==> config.mk <==
export PLATFORM = sky130hd
export DESIGN_NAME = ram_prot
export DESIGN_NICKNAME = d
export VERILOG_FILES = /design/src/rtl/ram_prot_pkg.sv /design/src/rtl/prot_encode.sv /design/src/rtl/prot_check.sv /design/src/rtl/prot_status.sv /design/src/rtl/ram_prot.sv
export SDC_FILE = /design/constraint.sdc
export NUM_CORES = 1
export LEC_CHECK = 0
export CORE_MARGIN = 2
export CORE_UTILIZATION = 40
export CTS_CLUSTER_SIZE = 20
export DETAILED_ROUTE_END_ITERATION = 12
export DONT_BUFFER_PORTS = 1
export GPL_ROUTABILITY_DRIVEN = 0
export GPL_TIMING_DRIVEN = 0
export PLACE_DENSITY = 0.64
export SETUP_SLACK_MARGIN = 0.3
export SLEW_MARGIN = 5
export SYNTH_ARGS = -nofsm -noshare
export SYNTH_HDL_FRONTEND = slang
export SYNTH_SLANG_ARGS = --single-unit
==> constraint.sdc <==
create_clock -name clk -period 5.1 [get_ports clk]
set_clock_uncertainty 0.1 [all_clocks]
set_input_delay 0.51 -clock clk [delete_from_list [all_inputs] [get_ports clk]]
set_output_delay 0.51 -clock clk [all_outputs]
set_load 0.01 [all_outputs]
==> src/rtl/ram_prot_pkg.sv <==
package ram_prot_pkg;

   // smallest r with 2**r >= data bits + r + 1
   function automatic int ham_bits(input int dw);
      int r;
      r = 1;
      while ((1 << r) < dw + r + 1) r++;
      return r;
   endfunction

   typedef struct packed {
      logic trap_dis;
      logic prot_en;
      logic par_sel;
   } prot_cfg_t;

endpackage

==> src/rtl/prot_encode.sv <==
module prot_encode #(
   parameter int DATA_W = 16,
   parameter int CHK_W  = 6
) (
   input  logic [DATA_W-1:0] data_i,
   input  logic              par_sel_i,
   output logic [CHK_W-1:0]  chk_o
);
   localparam int HAM_W = ram_prot_pkg::ham_bits(DATA_W);
   localparam int CW    = DATA_W + HAM_W;
   localparam int NBYTE = DATA_W / 8;

   logic [HAM_W-1:0] ham;
   logic [NBYTE-1:0] par;

   always_comb begin
      int k;
      ham = '0;
      k   = 0;
      for (int p = 1; p <= CW; p++) begin
         if ((p & (p - 1)) != 0) begin
            for (int i = 0; i < HAM_W; i++)
               if (p[i]) ham[i] = ham[i] ^ data_i[k];
            k++;
         end
      end
   end

   for (genvar b = 0; b < NBYTE; b++) begin : g_byte
      assign par[b] = ^data_i[8*b +: 8];
   end

   if (CHK_W > NBYTE) begin : g_pad
      assign chk_o = par_sel_i ? {{(CHK_W-NBYTE){1'b0}}, par} : {^{data_i, ham}, ham};
   end else begin : g_nopad
      assign chk_o = par_sel_i ? par : {^{data_i, ham}, ham};
   end
endmodule

==> src/rtl/prot_check.sv <==
module prot_check #(
   parameter int DATA_W = 16,
   parameter int CHK_W  = 6
) (
   input  logic [DATA_W-1:0] data_i,
   input  logic [CHK_W-1:0]  chk_i,
   input  logic              par_sel_i,
   input  logic              en_i,
   output logic              err_o,
   output logic [DATA_W-1:0] data_o
);
   localparam int HAM_W = ram_prot_pkg::ham_bits(DATA_W);
   localparam int CW    = DATA_W + HAM_W;
   localparam int NBYTE = DATA_W / 8;

   logic [HAM_W-1:0]  syn;
   logic              ov_odd;
   logic [NBYTE-1:0]  mism;
   logic [DATA_W-1:0] fixed;

   always_comb begin
      int k;
      syn = chk_i[HAM_W-1:0];
      k   = 0;
      for (int p = 1; p <= CW; p++) begin
         if ((p & (p - 1)) != 0) begin
            for (int i = 0; i < HAM_W; i++)
               if (p[i]) syn[i] = syn[i] ^ data_i[k];
            k++;
         end
      end
   end

   assign ov_odd = ^{data_i, chk_i[HAM_W:0]};

   // flip the data bit the syndrome points at
   always_comb begin
      int k;
      fixed = data_i;
      k     = 0;
      for (int p = 1; p <= CW; p++) begin
         if ((p & (p - 1)) != 0) begin
            if (int'(syn) == p) fixed[k] = ~data_i[k];
            k++;
         end
      end
   end

   for (genvar b = 0; b < NBYTE; b++) begin : g_byte
      assign mism[b] = chk_i[b] ^ (^data_i[8*b +: 8]);
   end

   always_comb begin
      if (!en_i) begin
         err_o  = 1'b0;
         data_o = data_i;
      end else if (par_sel_i) begin
         err_o  = |mism;
         data_o = data_i;
      end else begin
         err_o  = (syn != '0) || ov_odd;
         data_o = (ov_odd && syn != '0) ? fixed : data_i;
      end
   end
endmodule

==> src/rtl/prot_status.sv <==
module prot_status (
   input  logic clk,
   input  logic rst_n,
   input  logic set_i,
   input  logic clr_i,
   input  logic sel_bad_i,
   output logic flag_o
);
   always_ff @(posedge clk or negedge rst_n) begin
      if (!rst_n)                 flag_o <= 1'b0;
      else if (set_i)             flag_o <= 1'b1;
      else if (clr_i && !sel_bad_i) flag_o <= 1'b0;
   end
endmodule

==> src/rtl/ram_prot.sv <==
module ram_prot #(
   parameter int DATA_W = 16,
   parameter int DEPTH  = 16,
   parameter int ADDR_W = $clog2(DEPTH)
) (
   input  logic              clk,
   input  logic              rst_n,
   input  logic              req_i,
   input  logic              we_i,
   input  logic              keep_chk_i,
   input  logic [ADDR_W-1:0] addr_i,
   input  logic [DATA_W-1:0] wdata_i,
   output logic [DATA_W-1:0] rdata_o,
   output logic              rvalid_o,
   input  logic              cfg_we_i,
   input  logic [2:0]        cfg_wdata_i,
   output logic [3:0]        cfg_rdata_o,
   input  logic              err_clr_i,
   output logic              err_flag_o,
   output logic              trap_req_o
);
   import ram_prot_pkg::*;

   localparam int HAM_W = ham_bits(DATA_W);
   localparam int CHK_W = HAM_W + 1;
   localparam int NBYTE = DATA_W / 8;

   if (DATA_W % 8 != 0) begin : g_bad_width
      $error("DATA_W must be a whole number of bytes");
   end
   if (NBYTE > CHK_W) begin : g_bad_par
      $error("check storage too narrow for byte parity");
   end
   if (DEPTH < 2 || (1 << ADDR_W) < DEPTH) begin : g_bad_depth
      $error("DEPTH/ADDR_W mismatch");
   end

   logic [DATA_W-1:0] mem_d [DEPTH];
   logic [CHK_W-1:0]  mem_c [DEPTH];

   prot_cfg_t         cfg_q;
   logic [ADDR_W-1:0] sel_q;
   logic [CHK_W-1:0]  wr_chk;
   logic              rd_err, sel_err;
   logic [DATA_W-1:0] rd_fix, sel_fix;
   logic              rd_go;

   assign rd_go = req_i && !we_i;

   prot_encode #(.DATA_W(DATA_W), .CHK_W(CHK_W)) u_enc (
      .data_i    (wdata_i),
      .par_sel_i (cfg_q.par_sel),
      .chk_o     (wr_chk)
   );

   prot_check #(.DATA_W(DATA_W), .CHK_W(CHK_W)) u_rd_chk (
      .data_i    (mem_d[addr_i]),
      .chk_i     (mem_c[addr_i]),
      .par_sel_i (cfg_q.par_sel),
      .en_i      (cfg_q.prot_en),
      .err_o     (rd_err),
      .data_o    (rd_fix)
   );

   // watches the last accessed word to qualify a clear
   prot_check #(.DATA_W(DATA_W), .CHK_W(CHK_W)) u_sel_chk (
      .data_i    (mem_d[sel_q]),
      .chk_i     (mem_c[sel_q]),
      .par_sel_i (cfg_q.par_sel),
      .en_i      (cfg_q.prot_en),
      .err_o     (sel_err),
      .data_o    (sel_fix)
   );

   prot_status u_status (
      .clk       (clk),
      .rst_n     (rst_n),
      .set_i     (rd_go && rd_err),
      .clr_i     (err_clr_i),
      .sel_bad_i (sel_err),
      .flag_o    (err_flag_o)
   );

   // storage: no reset, contents undefined until written
   always_ff @(posedge clk) begin
      if (req_i && we_i) begin
         mem_d[addr_i] <= wdata_i;
         if (!keep_chk_i) mem_c[addr_i] <= wr_chk;
      end
   end

   always_ff @(posedge clk or negedge rst_n) begin
      if (!rst_n) begin
         cfg_q    <= '{trap_dis: 1'b1, prot_en: 1'b0, par_sel: 1'b0};
         sel_q    <= '0;
         rvalid_o <= 1'b0;
         rdata_o  <= '0;
      end else begin
         if (cfg_we_i) cfg_q <= prot_cfg_t'(cfg_wdata_i);
         if (req_i)    sel_q <= addr_i;
         rvalid_o <= rd_go;
         if (rd_go)    rdata_o <= rd_fix;
      end
   end

   assign cfg_rdata_o = {err_flag_o, cfg_q.trap_dis, cfg_q.prot_en, cfg_q.par_sel};
   assign trap_req_o  = err_flag_o && !cfg_q.trap_dis;

   logic unused_sel;
   assign unused_sel = ^sel_fix;
endmodule

==> impl_metrics.csv <==
group,metric,value,unit
clock_tree,clockRootBuffer,"clkbuf_16",
yosys,synth_ff_type,"edfxtp_1",
floorplanning,die_w,222,µm
drt,drt_iter0_markers,1343,
timing,slew_viol_final,0,
timing,min_period,4.73,ns
place,port_buffers,0,
timing,finalHoldViolCount,0,
power,ir_worst_vdd,0.000208,V
yosys,synth_area_leaders,"edfxtp_1 (55%), mux4_2 (23%), xnor2_1 (4.1%), dfrtp_1 (3.2%), mux2i_1 (1.8%)",
worst_hold_path,hold_path_class,"input port to register",
place,hpwl,36700,µm
timing,postLayoutSetupSlackWorst,0.374,ns
place,placed_area,0.0201,mm²
grt,grt_overflow,0,
final_layout,drive_above_1_share,33.3,%
timing,setup-tns-final,0,ns
timing,fmax,212,MHz
yosys,synth_sequential_area_ratio,58.8,%
power,p_leak,7.07,nW
timing,setup_viol,0,
drt,antenna_left,0,
yosys,synth-seq-cells,377,
critical_path,path_class,"register to register",
final_layout,nNetsFinal,1126,
grt,track_usage,22.5,%
grt,grt_pass1_vias,10913,
yosys,synth_edf_count,352,
clock_tree,cts_buffers,42,
drt,viasPerCell,6.21,
critical_path,startpoint_type,"register",
drt,avgRoutedWirePerCell,31.5,µm
critical_path,worst-path-max-fanout,10,
floorplanning,die_h,222,µm
yosys,synth.most_common_cell,"edfxtp_1",
drt,routed_wl,54800,µm
worst_hold_path,min_delay_path_depth,1,
timing,rsz0062_at_grt,"false",
yosys,ys_async_sr_fraction,6.63,%
timing,worst_pin_slew,1.42,ns
timing,period_share,92.7,%
grt,grt_pass1_wl,78300,µm
floorplanning,start_util,40.7,%
flow_run,maxCapViolations,0,
drt,drc,0,
yosys,syn_area,0.0190,mm²
final_layout,syn_to_final_growth,14.6,%
clock_tree,worstSkewPairLatency,0.57,ns
run_status,status,"completed",
floorplanning,rows,79,
clock_tree,cts_tree,"yes",
critical_path,cp.arrival,5.04,ns
critical_path,r2r_cells,15,
grt,grt_max_degree,26,
critical_path,worstSetupEndpointType,"register",
yosys,ys.warnings.count,0,
power,pwr_density_cell,399,mW/mm²
drt,drtPass1Iterations,5,
floorplanning,ios,53,
floorplanning,die_area,0.0494,mm²
yosys,avgSynthCellArea,18.7,µm²
clock_tree,cts.clk_slew.worst_paths,0.06,ns
yosys,syn_nets,1046,
clock_tree,cts_max_path_buffers,3,
yosys,ys_top_cells_by_count,"edfxtp_1 (352), mux4_2 (191), xnor2_1 (90)",
timing,slew_headroom,4.67,%
floorplanning,coreArea,0.0468,mm²
grt,antenna_found_initial,3,
worst_hold_path,hold-path-endpoint,"cfg_rdata_o[2]",
worst_hold_path,min-delay-start,"cfg_we_i",
critical_path,worstReg2RegEnd,"u_status.flag_o",
clock_tree,cts_max_level,2,
critical_path,required,5.42,ns
yosys,ys_types,51,
drt,via_count,10801,
yosys,synth_top_area_share,55.5,%
place,place_ws,0.0300,ns
yosys,synth_top_cell_by_area,"edfxtp_1",
critical_path,rr_startpoint,"sel_q[2]",
critical_path,rrSetupSlack,0.37,ns
critical_path,cp-startpoint,"sel_q[2]",
power,total_power,8.70,mW
yosys,synthCells,1016,
clock_tree,clkSinkCount,377,
final_layout,design_area,0.0218,mm²
[sequential cells by signal, indices dropped and copies added (netlist names)]
signal,flops
rdata_o,16
mem_c,96
mem_d,256
rvalid_o,1
u_status.flag_o,1
sel_q,4
cfg_rdata_o,3
[logic make-up (layout without fill, tap and decap cells)]
logic type,Yosys count,count (layout),share of synthesized area [%]
xor gates and xnor gates,140,140,7.35
muxes,244,244,26.3
AOI/OAI and AO/OA,47,47,1.53
and+or+nand+nor,136,136,3.65
other,0,1,0
DFF,377,377,58.8
buffers and inverters,72,186,2.40
[layout make-up]
cell class,count,area [µm²]
plain buffers,69,487
repair buffers,36,410
clock buffers,53,1140
diodes,1,2.50
flip-flops and latches,377,11200
well taps,607,759
fillers,3891,24900
inverters,3,11.3
multi-input cells,567,7540
clock inverters,25,273
[routing by layer]
layer	vias up	routed length, µm	GRT usage, %
met5	-	0	0
met4	0	1420	6.71
met3	91	5930	5.91
met2	620	25900	35.7
met1	5743	21600	30.5
li1	4347	-	-
[critical path: stages, from the launching register on]
cell and delay [ns]:
dfrtp_1 0.32, clkbuf_1 0.30, buf_4 0.30, buf_4 0.31, buf_4 0.30, clkbuf_2 0.35, mux4_2 0.35, mux2i_1 0.31
mux2i_1 0.19, xor2_1 0.33, xor2_2 0.31, xnor2_1 0.13, nor3_1 0.35, nand3_1 0.15, a21oi_1 0.31, o22ai_1 0.15
[power by group]
part | internal [mW] | total [mW] | leakage, nW | switching [mW]
Clock | 1.85 | 3.10 | 0.683 | 1.25
Sequential | 3.52 | 3.58 | 3.48 | 0.0518
Combinational | 0.870 | 2.03 | 2.90 | 1.16
[metrics by stage]
step / utilization (%) / hold slack, ns / instances
2_1_floorplan: - / 0.114 / 1016
3_3_place_gp: 42.4 / 0.115 / 1623
3_5_place_dp: 43.0 / 0.115 / 1637
4_1_cts: 46.6 / 0.00421 / 1736
5_1_grt: 46.7 / 0.0141 / 1737
6_report: 46.7 / 0.0181 / 1738
[worst max path at each step]
| stage | endpoint | slack [ns] |
|---|---|---|
| 6_report | u_status.flag_o | 0.37 |
| 5_1_grt | u_status.flag_o | 0.30 |
| 4_1_cts | u_status.flag_o | 0.34 |
| 3_5_place_dp | u_status.flag_o | 0.03 |
| 3_3_place_gp | mem_d[3][8] | -0.93 |
| 2_1_floorplan | rdata_o[14] | 1.42 |
[timing repair]
| item | in CTS | in global routing |
|---|---|---|
| endpoints found under the setup margin | 1 | 1 |
| buffers inserted | 0 | 1 |
| hold buffers | 21 | 0 |
| hold endpoints to repair | 283 | 0 |
| resized for setup | 10 | 18 |
| pin swaps | 0 | 1 |
[layout by cell type, fill, tap and decap left out, types with 4 or more instances in the layout]
cell type / Yosys / layout
clkbuf_1: 17 / 19
xnor2_2: 6 / 8
bufinv_16: 0 / 5
mux2i_1: 34 / 30
xnor3_1: 5 / 5
mux4_2: 191 / 191
nor2_1: 41 / 29
buf_2: 19 / 12
nand2b_1: 5 / 5
nand2_1: 35 / 35
nor3_1: 17 / 12
edfxtp_1: 352 / 352
buf_6: 7 / 14
xor2_1: 35 / 34
nor2b_1: 4 / 4
nor4_1: 11 / 11
buf_4: 16 / 25
nor2_2: 4 / 4
clkbuf_2: 1 / 6
mux2i_2: 0 / 4
o21ai_1: 15 / 15
a22oi_1: 14 / 14
nor2_4: 0 / 12
nor3_2: 2 / 7
dfrtp_1: 24 / 24
buf_12: 3 / 4
clkinv_2: 0 / 4
mux4_1: 10 / 10
clkbuf_16: 0 / 43
clkinv_1: 0 / 9
a21oi_1: 9 / 9
xnor2_1: 90 / 88
dlygate4sd3_1: 0 / 20
buf_1: 6 / 5
mux2_2: 9 / 9
Note: power is estimated with default switching activity, not from simulation.
